--- src/rtl/sdlr_pkg.sv ---
package sdlr_pkg;

   typedef enum logic [1:0] {
      CMD_NOP   = 2'b00,
      CMD_ACTV  = 2'b01,
      CMD_READ  = 2'b10,
      CMD_READA = 2'b11
   } sdram_cmd_e;

endpackage

--- src/rtl/sdlr_seq.sv ---
module sdlr_seq
   import sdlr_pkg::*;
#(
   parameter int AQ_W      = 20,
   parameter int CAS_LAT   = 2,
   parameter int BURST_LEN = 4,
   parameter int IDX_W     = 3
) (
   input  logic             clk,
   input  logic             rst_n,
   input  logic             req_i,
   input  logic [AQ_W-1:0]  addr_i,
   output logic             busy_o,
   output sdram_cmd_e       cmd_o,
   output logic [AQ_W-1:0]  addr_q_o,
   output logic             cap_en_o,
   output logic [IDX_W-1:0] cap_idx_o,
   output logic             done_o
);
   localparam int RD_CYC  = 2;
   localparam int RDA_CYC = RD_CYC + BURST_LEN;
   localparam int FIRST_D = RD_CYC + CAS_LAT;
   localparam int LAST_D  = FIRST_D + 2*BURST_LEN - 1;
   localparam int TPC_CYC = LAST_D + 1;
   localparam int CYC_W   = $clog2(TPC_CYC + 1);

   logic             busy_q;
   logic [CYC_W-1:0] cyc_q;
   logic [AQ_W-1:0]  addr_q;
   logic [CYC_W-1:0] rel_cyc;

   always_ff @(posedge clk or negedge rst_n) begin
      if (!rst_n) begin
         busy_q <= 1'b0;
         cyc_q  <= '0;
         addr_q <= '0;
      end else if (!busy_q) begin
         if (req_i) begin
            busy_q <= 1'b1;
            cyc_q  <= CYC_W'(1);
            addr_q <= addr_i;
         end
      end else if (cyc_q == CYC_W'(TPC_CYC)) begin
         busy_q <= 1'b0;
         cyc_q  <= '0;
      end else begin
         cyc_q <= cyc_q + CYC_W'(1);
      end
   end

   always_comb begin
      cmd_o = CMD_NOP;
      if (busy_q) begin
         if (cyc_q == CYC_W'(1))            cmd_o = CMD_ACTV;
         else if (cyc_q == CYC_W'(RD_CYC))  cmd_o = CMD_READ;
         else if (cyc_q == CYC_W'(RDA_CYC)) cmd_o = CMD_READA;
      end
   end

   assign rel_cyc   = cyc_q - CYC_W'(FIRST_D);
   assign cap_en_o  = busy_q && (cyc_q >= CYC_W'(FIRST_D)) && (cyc_q <= CYC_W'(LAST_D));
   assign cap_idx_o = rel_cyc[IDX_W-1:0];
   assign done_o    = busy_q && (cyc_q == CYC_W'(TPC_CYC));
   assign busy_o    = busy_q;
   assign addr_q_o  = addr_q;

   AST_REQ_STARTS_ACTV: assert property (@(posedge clk) disable iff (!rst_n)
      (!busy_o && req_i) |=> (busy_o && cmd_o == CMD_ACTV)) else $error("accept");
   AST_ACTV_THEN_READ: assert property (@(posedge clk) disable iff (!rst_n)
      (cmd_o == CMD_ACTV) |=> (cmd_o == CMD_READ)) else $error("actv->read");
   AST_IDLE_IS_NOP: assert property (@(posedge clk) disable iff (!rst_n)
      !busy_o |-> (cmd_o == CMD_NOP)) else $error("idle cmd");
   AST_DONE_ENDS_BUSY: assert property (@(posedge clk) disable iff (!rst_n)
      done_o |=> (!busy_o && !done_o)) else $error("done");

endmodule

--- src/rtl/sdlr_addr_mux.sv ---
module sdlr_addr_mux
   import sdlr_pkg::*;
#(
   parameter int COL_W  = 8,
   parameter int ROW_W  = 11,
   parameter int BANK_W = 1,
   parameter int BL_LOG = 2,
   localparam int PIN_W = 2 + ROW_W + BANK_W,
   localparam int AQ_W  = COL_W + ROW_W + BANK_W
) (
   input  sdram_cmd_e       cmd_i,
   input  logic [AQ_W-1:0]  addr_q_i,
   output logic [PIN_W-1:0] apin_o
);
   localparam int AP_PIN   = 12;
   localparam int FLIP_PIN = 2 + BL_LOG;

   logic is_row, is_col, second;

   assign is_row = (cmd_i == CMD_ACTV);
   assign is_col = (cmd_i == CMD_READ) || (cmd_i == CMD_READA);
   assign second = (cmd_i == CMD_READA);

   for (genvar p = 0; p < PIN_W; p++) begin : g_pin
      if (p < 2) begin : g_unused
         assign apin_o[p] = 1'b0;
      end else begin : g_used
         logic row_v, col_v;
         assign row_v = addr_q_i[p - 2 + COL_W];
         if (p < COL_W + 2) begin : g_col
            if (p == FLIP_PIN) begin : g_flip
               assign col_v = addr_q_i[p-2] ^ second;
            end else begin : g_keep
               assign col_v = addr_q_i[p-2];
            end
         end else if (p == AP_PIN) begin : g_ap
            assign col_v = second;
         end else if (p >= PIN_W - BANK_W) begin : g_bank
            assign col_v = row_v;
         end else begin : g_zero
            assign col_v = 1'b0;
         end
         assign apin_o[p] = is_row ? row_v : (is_col ? col_v : 1'b0);
      end
   end

endmodule

--- src/rtl/sdlr_capture.sv ---
module sdlr_capture #(
   parameter int DATA_W = 32,
   parameter int IDX_W  = 3
) (
   input  logic              clk,
   input  logic              rst_n,
   input  logic              cap_en_i,
   input  logic [IDX_W-1:0]  cap_idx_i,
   input  logic [DATA_W-1:0] dq_i,
   output logic              beat_vld_o,
   output logic [IDX_W-1:0]  beat_idx_o,
   output logic [DATA_W-1:0] beat_data_o
);
   always_ff @(posedge clk or negedge rst_n) begin
      if (!rst_n) begin
         beat_vld_o  <= 1'b0;
         beat_idx_o  <= '0;
         beat_data_o <= '0;
      end else begin
         beat_vld_o <= cap_en_i;
         if (cap_en_i) begin
            beat_idx_o  <= cap_idx_i;
            beat_data_o <= dq_i;
         end
      end
   end

   AST_BEAT_STEPS: assert property (@(posedge clk) disable iff (!rst_n)
      (beat_vld_o && $past(beat_vld_o)) |-> (beat_idx_o == $past(beat_idx_o) + IDX_W'(1)))
      else $error("beat order");

endmodule

--- src/rtl/sdram_line_reader.sv ---
module sdram_line_reader
   import sdlr_pkg::*;
#(
   parameter int ADDR_W    = 32,
   parameter int DATA_W    = 32,
   parameter int COL_W     = 8,
   parameter int ROW_W     = 11,
   parameter int BANK_W    = 1,
   parameter int BURST_LEN = 4,
   parameter int CAS_LAT   = 2,
   localparam int BL_LOG   = $clog2(BURST_LEN),
   localparam int IDX_W    = BL_LOG + 1,
   localparam int PIN_W    = 2 + ROW_W + BANK_W,
   localparam int AQ_W     = COL_W + ROW_W + BANK_W,
   localparam int USED_W   = AQ_W + 2
) (
   input  logic              clk,
   input  logic              rst_n,
   input  logic              req_i,
   input  logic [ADDR_W-1:0] addr_i,
   output logic              busy_o,
   output logic [1:0]        cmd_o,
   output logic [PIN_W-1:0]  apin_o,
   input  logic [DATA_W-1:0] dq_i,
   output logic              beat_vld_o,
   output logic [IDX_W-1:0]  beat_idx_o,
   output logic [DATA_W-1:0] beat_data_o,
   output logic              done_o
);
   localparam int AP_PIN = 12;

   if (CAS_LAT < 1) begin : g_bad_cas
      $error("CAS_LAT must be at least 1");
   end
   if (BURST_LEN < 2 || (BURST_LEN & (BURST_LEN - 1)) != 0) begin : g_bad_bl
      $error("BURST_LEN must be a power of two of at least 2");
   end
   if (COL_W > 10 || COL_W <= BL_LOG + 1) begin : g_bad_col
      $error("COL_W must hold a whole line and stay below the precharge pin");
   end
   if (ROW_W < 11 || BANK_W < 1) begin : g_bad_row
      $error("ROW_W must reach the precharge pin and BANK_W must be positive");
   end
   if (ADDR_W <= USED_W) begin : g_bad_addr
      $error("ADDR_W must exceed the mapped address span");
   end

   sdram_cmd_e       cmd;
   logic [AQ_W-1:0]  addr_q;
   logic             cap_en;
   logic [IDX_W-1:0] cap_idx;
   logic             unused_addr_bits;

   assign unused_addr_bits = ^{addr_i[ADDR_W-1:USED_W], addr_i[1:0]};

   sdlr_seq #(
      .AQ_W(AQ_W), .CAS_LAT(CAS_LAT), .BURST_LEN(BURST_LEN), .IDX_W(IDX_W)
   ) u_seq (
      .clk(clk), .rst_n(rst_n), .req_i(req_i), .addr_i(addr_i[USED_W-1:2]),
      .busy_o(busy_o), .cmd_o(cmd), .addr_q_o(addr_q),
      .cap_en_o(cap_en), .cap_idx_o(cap_idx), .done_o(done_o)
   );

   sdlr_addr_mux #(
      .COL_W(COL_W), .ROW_W(ROW_W), .BANK_W(BANK_W), .BL_LOG(BL_LOG)
   ) u_mux (
      .cmd_i(cmd), .addr_q_i(addr_q), .apin_o(apin_o)
   );

   sdlr_capture #(
      .DATA_W(DATA_W), .IDX_W(IDX_W)
   ) u_cap (
      .clk(clk), .rst_n(rst_n), .cap_en_i(cap_en), .cap_idx_i(cap_idx), .dq_i(dq_i),
      .beat_vld_o(beat_vld_o), .beat_idx_o(beat_idx_o), .beat_data_o(beat_data_o)
   );

   assign cmd_o = cmd;

   AST_READ_KEEPS_ROW: assert property (@(posedge clk) disable iff (!rst_n)
      (cmd == CMD_READ) |-> !apin_o[AP_PIN]) else $error("read ap");
   AST_READA_CLOSES_ROW: assert property (@(posedge clk) disable iff (!rst_n)
      (cmd == CMD_READA) |-> apin_o[AP_PIN]) else $error("reada ap");
   AST_NOP_QUIET_PINS: assert property (@(posedge clk) disable iff (!rst_n)
      (cmd == CMD_NOP) |-> (apin_o == '0)) else $error("nop pins");
   AST_DONE_ON_LAST_BEAT: assert property (@(posedge clk) disable iff (!rst_n)
      done_o |-> (beat_vld_o && beat_idx_o == '1)) else $error("done beat");
   AST_BEATS_WHILE_BUSY: assert property (@(posedge clk) disable iff (!rst_n)
      beat_vld_o |-> busy_o) else $error("beat idle");

endmodule

--- config.mk ---
export PLATFORM = sky130hd
export DESIGN_NAME = sdram_line_reader
export DESIGN_NICKNAME = d
export VERILOG_FILES = /design/src/rtl/sdlr_pkg.sv /design/src/rtl/sdlr_seq.sv /design/src/rtl/sdlr_addr_mux.sv /design/src/rtl/sdlr_capture.sv /design/src/rtl/sdram_line_reader.sv
export SDC_FILE = /design/constraint.sdc
export NUM_CORES = 1
export LEC_CHECK = 0
export BUFFER_PORTS_ARGS = -buffer_cell sky130_fd_sc_hd__clkbuf_2
export CORE_ASPECT_RATIO = 0.6
export CORE_UTILIZATION = 47
export CTS_CLUSTER_SIZE = 28
export DETAILED_ROUTE_END_ITERATION = 8
export GPL_TIMING_DRIVEN = 0
export HOLD_SLACK_MARGIN = 0.06
export PLACE_DENSITY = 0.81
export SETUP_SLACK_MARGIN = 0.4
export SLEW_MARGIN = 40
export SYNTH_ARGS = -nofsm -noshare
export SYNTH_HDL_FRONTEND = slang
export SYNTH_SLANG_ARGS = --single-unit
--- constraint.sdc ---
create_clock -name clk -period 2.19 [get_ports clk]
set_clock_uncertainty 0.15 [all_clocks]
set_input_delay 0.219 -clock clk [delete_from_list [all_inputs] [get_ports clk]]
set_output_delay 0.219 -clock clk [all_outputs]
set_load 0.1 [all_outputs]
Word-level counts from Yosys, hierarchy flattened --
Cells that the tools add are included.
Word-level totals: flip-flop bits (word level) 61, word-level logic and storage cells 57
Operators by class: $add $sub $neg 2, order comparisons 2, equal/unequal tests 7, multiplexer cells 32, bitwise gates (word level) 2, reductions and logical operators 6
Operators with widths (number):
- $mux 1 | 25
- $mux 4 | 3
- $mux 2 | 4
- $add 4x1->4 const B | 1
- $eq 2x2->1 const B | 2
- $eq 4x1->1 const B | 1
- $eq 4x2->1 const B | 1
- $eq 4x3->1 const B | 1
- $eq 4x4->1 const B | 1
- $ge 4x3->1 const B | 1
- $le 4x4->1 const B | 1
- $logic_and 1x1->1 | 3
- $sub 3x3->3 const B | 1
- $eq 2x1->1 const B | 1
- $reduce_and 2->1 | 1
- $reduce_bool 2->1 | 1
- $logic_or 1x1->1 | 1
- $not 1->1 | 1
- $xor 1x1->1 | 1

Logic depth before layout (Yosys ltp) --
Gate-level depths: netlist of run 1.
depth after elaboration 9, depth in mapped cells 6

By module --
A second synthesis of run 1 with hierarchy kept.
Second synthesis, totals: cells, all modules 180, area total of the unflattened synthesis 2827.7 um^2
Modules (own cells, without submodules):
- sdlr_capture | times used 1, cells an instance 75, area an instance 1478.9 um^2, sequential area each 900.9 um^2
- sdlr_seq | times used 1, cells an instance 83, area an instance 1182.4 um^2, sequential area each 625.6 um^2
- sdlr_addr_mux | times used 1, cells an instance 22, area an instance 166.4 um^2, sequential area each 0.0 um^2

Worst setup path before layout of run 1 --
OpenSTA, ideal clock, no wires.
path kind reg2out, start register u_seq.busy_q, in the netlist u_seq.busy_o, end output port apin_o[4], data arrival time 3.669 ns, data required time 1.821 ns, setup slack -1.848 ns, cell stages (with the launch flop) 4, path buffers 1, cells stage by stage dfrtp_1 > buf_4 > nand2b_1 > a221oi_1
On the way: longest elaborated chain between the ends 5, elaborated cells between the ends (all ways) 8, those cells by class 3 x eq/ne; 3 x mux; 1 x bitwise; 1 x reduce/logical
RTL lines:
- start, declared | line sdlr_seq.sv:27 | logic busy_q;
- start signal, assigned | line sdlr_seq.sv:34 | busy_q <= 1'b0;
- start signal, assigned | line sdlr_seq.sv:39 | busy_q <= 1'b1;
- start signal, assigned | line sdlr_seq.sv:44 | busy_q <= 1'b0;
- $mux 2 * | line sdlr_seq.sv:53 | if (busy_q) begin
- $eq 2x2->1, on equally long branches | line sdlr_addr_mux.sv:21, sdlr_addr_mux.sv:22
- $xor 1x1->1 / $logic_or 1x1->1 (equally long branches) | line sdlr_addr_mux.sv:32, sdlr_addr_mux.sv:21
- $mux 1 | line sdlr_addr_mux.sv:43 | assign apin_o[p] = is_row ? row_v : (is_col ? col_v : 1'b0);
- $mux 1 * | line sdlr_addr_mux.sv:43
- end, declared | line sdram_line_reader.sv:23 | output logic [PIN_W-1:0] apin_o,
Every way passes the cells marked *; elsewhere a longest branch is shown, timed or not.

Worst setup path in the final report of run 1 --
start register u_seq.cyc_q[1], end output port apin_o[7]
On the way: longest elaborated chain between the ends 9, elaborated cells between the ends (all ways) 13, those cells by class 6 x eq/ne; 6 x mux; 1 x reduce/logical
RTL lines:
- start, declared | line sdlr_seq.sv:28 | logic [CYC_W-1:0] cyc_q;
- start signal, assigned | line sdlr_seq.sv:47 | cyc_q <= cyc_q + CYC_W'(1);
- $eq 4x3->1 | line sdlr_seq.sv:56 | else if (cyc_q == CYC_W'(RDA_CYC)) cmd_o = CMD_READA;
- $mux 2 | line sdlr_seq.sv:56
- $mux 2 | line sdlr_seq.sv:55 | else if (cyc_q == CYC_W'(RD_CYC)) cmd_o = CMD_READ;
- $mux 2 * | line sdlr_seq.sv:54 | if (cyc_q == CYC_W'(1)) cmd_o = CMD_ACTV;
- $mux 2 * | line sdlr_seq.sv:53
- $eq 2x2->1 | line sdlr_addr_mux.sv:21 | assign is_col = (cmd_i == CMD_READ) || (cmd_i == CMD_READA);
- $logic_or 1x1->1 | line sdlr_addr_mux.sv:21
- $mux 1 | line sdlr_addr_mux.sv:43
- $mux 1 * | line sdlr_addr_mux.sv:43
Marked as above.

==> out/results.ini, run 1 <==
[critical_path]
max_stage_delay_ns=0.42
rr_worst_depth=5
cp_slowest_cell=dfrtp_2
crit_cells=7
critical_path_class=register to primary output
required_ns=1.82
worstSetupStartpointType=register
endpoint_kind=primary output
critPathTopFamily=simple AND/OR/NAND/NOR gates
cp_cell_sequence=inv_2, ha_4, nor2b_4, and2_4, buf_8, a22o_4, clkbuf_16
crit_buf_inv=3
cp_max_fo=8
worstPathArrival_ns=1.88

[place]
gp_routability_congestion=0.740
post_dp_cell_area_um2=3480
port_buffers=106
dpl.hpwl_um=4250
dp_cells=365

[timing]
holdWs_ns=0.250
drv_slew=0
period_needed_ns=2.25
period_share_pct=103
fmax_mhz=445
rsz0062_at_grt=true
max_slew_margin_pct=62.4
setup_ws_ns=-0.0579
setup_viol=11
worstMarginPinSlew_ns=0.567
hold_viol_final=0

[finish]
multi_input_area_um2=1250
register_area_um2=1530
final_cell_area_um2=4670
stdcell_count=447
nets=436
drive_gt1_share_pct=61.6
n_fill_cell=242
layout_common_cells=91 x clkbuf_2, 58 x dfrtp_1, 54 x dlygate4sd3_1
area_growth_pct=72.6
diodes=0
mostFrequentLayoutCell=clkbuf_2
final_util_pct=88.0

[flow_run]
cap_violations=0

[synthesis]
syn_area_per_cell_um2=15.0
yosys.cell_types.count=33
synth_edf_count=0
ys.warnings.count=0
synthArstFlopShare_pct=100
postSynthCellCount=180
yosys.area.top_type=dfrtp_1
synth_ff_type=dfrtp_1
synth.area.top_cells=dfrtp_1 56%, mux2_4 16%, mux2_2 10%
ys_ff_latch=61
yosysSeqAreaShare_pct=56.4
netlist_area_um2=2710
netlist.area_leader.share_pct=56.4

[global_routing]
grt_pass1_vias=2365
globalRoute.totalOverflow=0
grt_usage_pct=28.0
grt_pass1_wl_um=12200
antenna_found_initial=0
grt_max_degree=36

[floorplan]
dieArea_um2=6070
rows=20
coreArea_um2=5310
initial_core_util_pct=51.0
die_h_um=60.8
num_io_pins=121
die_w_um=99.9

[clock_tree]
cts_num_sinks=61
htreeDepth=3
cts_tree=yes
clock_latency_ns=0.33
numCtsBuffers=9
cts_root_buf=clkbuf_8
cts_buffer_depth=2
path_clk_slew_ns=0.08

[drt]
vias_per_cell=4.98
drtIter0Drc=61
drc=0
wl_per_cell_um=18.7
vias=2224
drtPass1Iterations=4
ant_nets=0
drt-total-wl_um=8350

[hold_path]
hold_class=primary input to asynchronous set/reset pin

[outcome]
violations=setup timing
status=finished, violations left

## area by class of cell
type                       count  share of cell area, %
buffer                        11                   2.09
clock buffer                  10                   2.95
tap                           77                   2.06
inverter                       3                  0.241
sequential                    61                   32.8
clock inverter                 6                   1.47
timing repair buffer         173                   31.6
multi-input combinational    106                   26.8
## registers in the layout, summed over array words and instances, names as in the netlist
name	count
u_cap.beat_data_o	32
u_cap.beat_idx_o	3
u_cap.beat_vld_o	1
u_seq.addr_q_o	20
u_seq.busy_o	1
u_seq.cyc_q	4
## layer usage
layer  share of wire, %  GRT usage [%]  vias to the layer above
met4                1.2           12.2                        0
li1                   -              -                     1005
met3                7.8           8.64                       11
met2                 49           48.0                      106
met5                  0              0                        -
met1                 42           33.8                     1102
## synthesized netlist by cell type (all sizes together), types with 2 or more instances
| cell type | number |
|---|---|
| dfrtp | 61 |
| inv | 3 |
| nand2b | 4 |
| a21oi | 3 |
| a22o | 8 |
| and3 | 2 |
| ha | 4 |
| mux2 | 54 |
| buf | 10 |
| nor2 | 4 |
| nor2b | 5 |
| nand2 | 5 |
## what timing repair did
action / in CTS / in global routing
endpoints found under the setup margin: 15 / 15
hold buffers: 54 / 0
pin swaps: 7 / 2
resized for setup: 55 / 4
setup buffers: 8 / 4
hold endpoints to repair: 115 / 0
## worst reg2reg max path: cells and delay by family (launching register included)
family | cells | cell delay [ns]
muxes | 1 | 0.32
DFF | 1 | 0.36
buffers and inverters | 2 | 0.40
xor gates and xnor gates | 1 | 0.15
and+or+nand+nor | 1 | 0.22
## stage by stage
step | TNS [ns] | worst slack (ns)
6_report | -0.434 | -0.0579
5_1_grt | -1.21 | -0.120
4_1_cts | -0.124 | -0.0229
3_5_place_dp | -1.98 | -0.248
3_3_place_gp | -1.84 | -0.231
2_1_floorplan | -4.96 | -0.569
## final timing paths
path                                       from                     to  slack (ns)
max                              u_seq.cyc_q[1]              apin_o[7]       -0.06
max reg2reg                      u_seq.cyc_q[3]   u_cap.beat_data_o[8]        0.48
min in group clk           u_cap.beat_data_o[4]   u_cap.beat_data_o[4]        0.36
max in group asynchronous                 rst_n   u_cap.beat_data_o[9]        1.11
min                                       rst_n  u_cap.beat_data_o[26]        0.25
min reg2reg                u_cap.beat_data_o[4]   u_cap.beat_data_o[4]        0.36
## logic make-up (layout without fill, tap and decap cells)
group                      count (synthesis)  in the layout  synth area share [%]
xor gates and xnor gates                   1              1                 0.324
and+or+nand+nor                           26             26                  5.69
other                                      1              2                 0.139
AOI/OAI and AO/OA                         18             18                  5.23
adders and majority gates                  4              4                  1.85
DFF                                       61             61                  56.4
muxes                                     55             55                  26.9
buffers and inverters                     14            203                  3.47
Power of run 1 is left out: the tool's default activity adds up to more than one toggle a clock period on the data nets, which glitch-free logic cannot reach.
==> inputs of run 2 (changes only) <==
==> constraint.sdc (replaced) <==
create_clock -name clk -period 2.35 [get_ports clk]
set_clock_uncertainty 0.15 [all_clocks]
set_input_delay 0.235 -clock clk [delete_from_list [all_inputs] [get_ports clk]]
set_output_delay 0.235 -clock clk [all_outputs]
set_load 0.1 [all_outputs]
==> out/results.ini, run 2 (synthesis results as in run 1) <==
[critical_path]
worstSetupStartpointType=register
ff2ff_setup_slack_ns=0.57
endpoint_kind=primary output
r2r-end=u_seq.cyc_q[0]
endpoint=apin_o[2]
rr_worst_depth=8
cp_max_fo=8
worstPathArrival_ns=1.95
required_ns=1.97
startpoint=u_seq.cyc_q[1]
critical_path_class=register to primary output
rr_startpoint=u_seq.cyc_q[1]

[global_routing]
grt_pass1_vias=2429
antenna_found_initial=0
globalRoute.totalOverflow=0
grt_pass1_wl_um=12700
grt_max_degree=35
grt_usage_pct=29.0

[finish]
diodes=0
nets=439
stdcell_count=450
drive_gt1_share_pct=60.9
layout_common_cells=91 x clkbuf_2, 59 x dfrtp_1, 53 x dlygate4sd3_1
regMostFlops=u_cap.beat_data_o
multi_input_area_um2=1220
mostFrequentLayoutCell=clkbuf_2
register_area_um2=1530
area_growth_pct=72.6
n_fill_cell=245
largest_register_ffs=32

[floorplan]
num_io_pins=121
coreArea_um2=5310
die_w_um=99.9
dieArea_um2=6070
initial_core_util_pct=51.0
rows=20
die_h_um=60.8

[clock_tree]
cts_buffer_depth=2
cts_root_buf=clkbuf_8
cts_num_sinks=61
numCtsBuffers=9
cts_tree=yes
htreeDepth=3
path_clk_slew_ns=0.07
clock_latency_ns=0.34

[timing]
fmax_mhz=429
worstMarginPinSlew_ns=0.557
period_needed_ns=2.33
drv_slew=0
max_slew_margin_pct=63.0
hold_viol_final=0
period_share_pct=99.3
rsz0062_at_grt=true
setup_viol=0
holdWs_ns=0.0984

[outcome]
status=finished, final reports clean

[place]
dp_cells=365
dpl.hpwl_um=4330
port_buffers=106
gp_routability_congestion=0.712

[flow_run]
cap_violations=0

[drt]
drtIter0Drc=49
drtPass1Iterations=4
wl_per_cell_um=18.9
vias=2267
drt-total-wl_um=8500
drc=0
ant_nets=0
vias_per_cell=5.04

[hold_path]
hold_class=primary input to register

==> run 2: layout make-up <==
cell class | instances | area share [%]
buffer | 11 | 2.20
multi-input combinational | 106 | 26.2
sequential | 61 | 32.8
tap | 77 | 2.06
clock inverter | 5 | 1.61
timing repair buffer | 176 | 32.1
inverter | 3 | 0.241
clock buffer | 11 | 2.81
==> run 2: worst max-delay path, stage by stage, from the launching register on <==
cell and delay (ns):
dfrtp_1 0.45, inv_2 0.11, ha_4 0.13, nor2b_4 0.24, and2_4 0.19, buf_12 0.13, a22o_4 0.14, clkbuf_16 0.19
==> run 2: worst min path at each step <==
stage	from	end	slack, ns	depth (start not counted)
finish	req_i	u_seq.busy_o	0.1	3
global route	req_i	u_seq.busy_o	0.14	3
CTS	req_i	u_seq.busy_o	0.06	3
detailed placement	rst_n	u_seq.addr_q_o[13]	0.06	1
global placement	dq_i[7]	u_cap.beat_data_o[7]	0.32	2
floorplan	rst_n	u_cap.beat_data_o[0]	-0.21	0
==> run 2: through the flow <==
stage / setup slack [ns] / utilization, % / area (um2) / TNS (ns)
6_report: 0.0174 / 88.0 / 4670 / 0
5_1_grt: -0.0261 / 88.0 / 4670 / -0.112
4_1_cts: 0.132 / 87.1 / 4620 / 0
3_5_place_dp: -0.131 / 65.4 / 3470 / -0.877
3_3_place_gp: -0.0184 / 65.0 / 3450 / -0.101
2_1_floorplan: -0.425 / - / 2820 / -3.48
==> run 2: what timing repair did <==
item / 4_1_cts / 5_1_grt
endpoints found under the setup margin: 15 / 15
pin swaps: 7 / 3
hold buffers: 53 / 0
setup buffers: 11 / 5
endpoints found under the hold margin: 113 / 0
gates resized for setup: 54 / 3
==> run 2: metal layers <==
metal | part of all wire, % | global-route usage [%] | wire length, um
met2 | 51 | 53.4 | 4310
met3 | 5.8 | 9.68 | 496
met5 | 0 | 0 | 0
met4 | 1.9 | 10.3 | 159
met1 | 42 | 32.4 | 3540
Power of run 2 is left out for the same reason.
==> inputs of run 3 (changes only) <==
--- a/config.mk
+++ b/config.mk
@@ -5,6 +5,7 @@
 export SDC_FILE = /design/constraint.sdc
 export NUM_CORES = 1
 export LEC_CHECK = 0
+export ABC_AREA = 1
 export BUFFER_PORTS_ARGS = -buffer_cell sky130_fd_sc_hd__clkbuf_2
 export CORE_ASPECT_RATIO = 0.6
 export CORE_UTILIZATION = 47
==> out/results.ini, run 3 <==
[outcome]
status=finished, final reports clean

[finish]
stdcell_count=578
regMostFlops=u_cap.beat_data_o
layout_common_cells=141 x nand2_1, 89 x clkbuf_2, 58 x dfrtp_1
mostFrequentLayoutCell=nand2_1
largest_register_ffs=32
drive_gt1_share_pct=41.6
area_growth_pct=84.4
diodes=0
nets=578

[critical_path]
critical_path_class=register to primary output
cpMostUsedCell=nand2_2
cp_slowest_cell=dfrtp_2
cp_max_fo=3
rr_startpoint=u_seq.busy_o
required_ns=1.97
endpoint_kind=primary output
max_stage_delay_ns=0.46
endpoint=apin_o[4]
worstPathArrival_ns=1.86
r2r-end=u_seq.addr_q_o[18]
cp_cell_sequence=inv_4, ha_4, inv_1, nor2_2, nand2_2, nand2_2, nand3_4, nand2_8, clkbuf_16
rr_worst_depth=6
startpoint=u_seq.cyc_q[0]
worstSetupStartpointType=register
ff2ff_setup_slack_ns=0.68

[synthesis]
netlist_area_um2=2660
synth.area.top_cells=dfrtp_1 57%, nand2_1 24%, nand3_1 4.1%
yosys.area.top_type=dfrtp_1
postSynthCellCount=315
ys.warnings.count=0
yosysSeqAreaShare_pct=57.3
netlist.area_leader.share_pct=57.3
synth_edf_count=0
ys_ff_latch=61
yosys.cell_types.count=25
synth_ff_type=dfrtp_1
synthArstFlopShare_pct=100
ys_top_cells_by_count=170 x nand2_1, 61 x dfrtp_1, 22 x nand3_1
yosysMostFrequentCell=nand2_1
syn_area_per_cell_um2=8.45

[timing]
rsz0062_at_grt=true
setup_ws_ns=0.107
setup_viol=0
worstMarginPinSlew_ns=0.575
period_share_pct=95.5
max_slew_margin_pct=61.8
drv_slew=0
period_needed_ns=2.24
finalSetupTns_ns=0
fmax_mhz=446
hold_viol_final=0

[drt]
drt-total-wl_um=12400
drc=0
vias=3336
ant_nets=0
vias_per_cell=5.77
drtPass1Iterations=5
wl_per_cell_um=21.4
drtIter0Drc=360

[global_routing]
grt_pass1_vias=3228
globalRoute.totalOverflow=0
antenna_found_initial=0
grt_max_degree=38
grt_pass1_wl_um=16200
grt_usage_pct=37.9

[place]
pre_cts_slack_ns=-0.0872
gp_routability_congestion=0.805
dpl.hpwl_um=4800
port_buffers=105
dp_cells=488

[floorplan]
die_w_um=99.2
dieArea_um2=5980
die_h_um=60.3
rows=20
initial_core_util_pct=50.7
num_io_pins=121
coreArea_um2=5260

[clock_tree]
htreeDepth=3
cts_tree=yes
cts_num_sinks=61
path_clk_slew_ns=0.07
clock_latency_ns=0.36
numCtsBuffers=9
cts_buffer_depth=2
cts_root_buf=clkbuf_8

[hold_path]
hp-start=req_i
hold_class=primary input to register

[flow_run]
cap_violations=0

==> run 3: changes by cell type in the layout (fill, tap and decap cells not counted), sizes merged, moves of 7 or more <==
| cell | change |
|---|---|
| buf | +11 |
| inv | +9 |
| a22o | -8 |
| nand3 | +22 |
| nand2 | +167 |
| mux2 | -54 |
| nor2 | +7 |
==> run 3: worst min path at each step <==
stage | cells after the start | slack, ns | to
final | 3 | 0.09 | u_seq.addr_q_o[5]
after global routing | 3 | 0.11 | u_seq.addr_q_o[5]
after CTS | 3 | 0.08 | u_seq.addr_q_o[3]
after detailed placement | 1 | 0.05 | u_seq.addr_q_o[12]
after global placement | 3 | 0.28 | u_cap.beat_data_o[5]
after floorplan | 0 | -0.21 | u_cap.beat_data_o[0]
==> run 3: final cells by class <==
type | count | area [um2]
timing repair buffer | 179 | 1540
clock buffer | 11 | 131
buffer | 16 | 129
sequential | 61 | 1530
timing repair inverter | 1 | 16.3
multi-input combinational | 226 | 1380
clock inverter | 5 | 27.5
tap | 66 | 82.6
inverter | 13 | 68.8
fill | 176 | 347
==> run 3: kinds of logic after synthesis <==
group / Yosys count / synth area share [%]
XOR/XNOR: 1 / 0.329
AO/OA/AOI/OAI: 11 / 2.30
other: 1 / 0.141
AND/OR/NAND/NOR: 208 / 31.6
adder cells (fa/ha/maj): 4 / 1.88
buffers and inverters: 29 / 6.39
flip-flops: 61 / 57.3
==> run 3: per-layer routing <==
layer  global-route usage, %  vias up  wire [um]
met5                       0        -          0
met4                    23.9        0        788
met3                    11.1       86       1170
met2                    66.2      293       6140
met1                    42.4     1605       4280
li1                        -     1352          -
==> run 3: critical path: cells and delay by family, from the launching register on <==
kind	cells	cell delay (ns)
flops	1	0.46
fa+ha+maj	1	0.15
buf+inv	3	0.36
simple gates	5	0.51
==> run 3: what timing repair did <==
action                                 4_1_cts  5_1_grt
gates resized for setup                     89       18
pin swaps                                    5        6
setup endpoints to repair                   15       15
hold buffers                                53        0
buffers inserted                            13        7
cloned                                       1        0
endpoints found under the hold margin      113        0
==> run 3: metrics by stage <==
stage | util, % | hold slack [ns] | instance area (um2)
6_report | 93.4 | 0.0949 | 4910
5_1_grt | 93.4 | 0.111 | 4910
4_1_cts | 90.5 | 0.0793 | 4750
3_5_place_dp | 66.7 | 0.0483 | 3510
3_3_place_gp | 66.3 | 0.280 | 3480
2_1_floorplan | - | -0.211 | 2880
Power of run 3 is left out for the same reason.
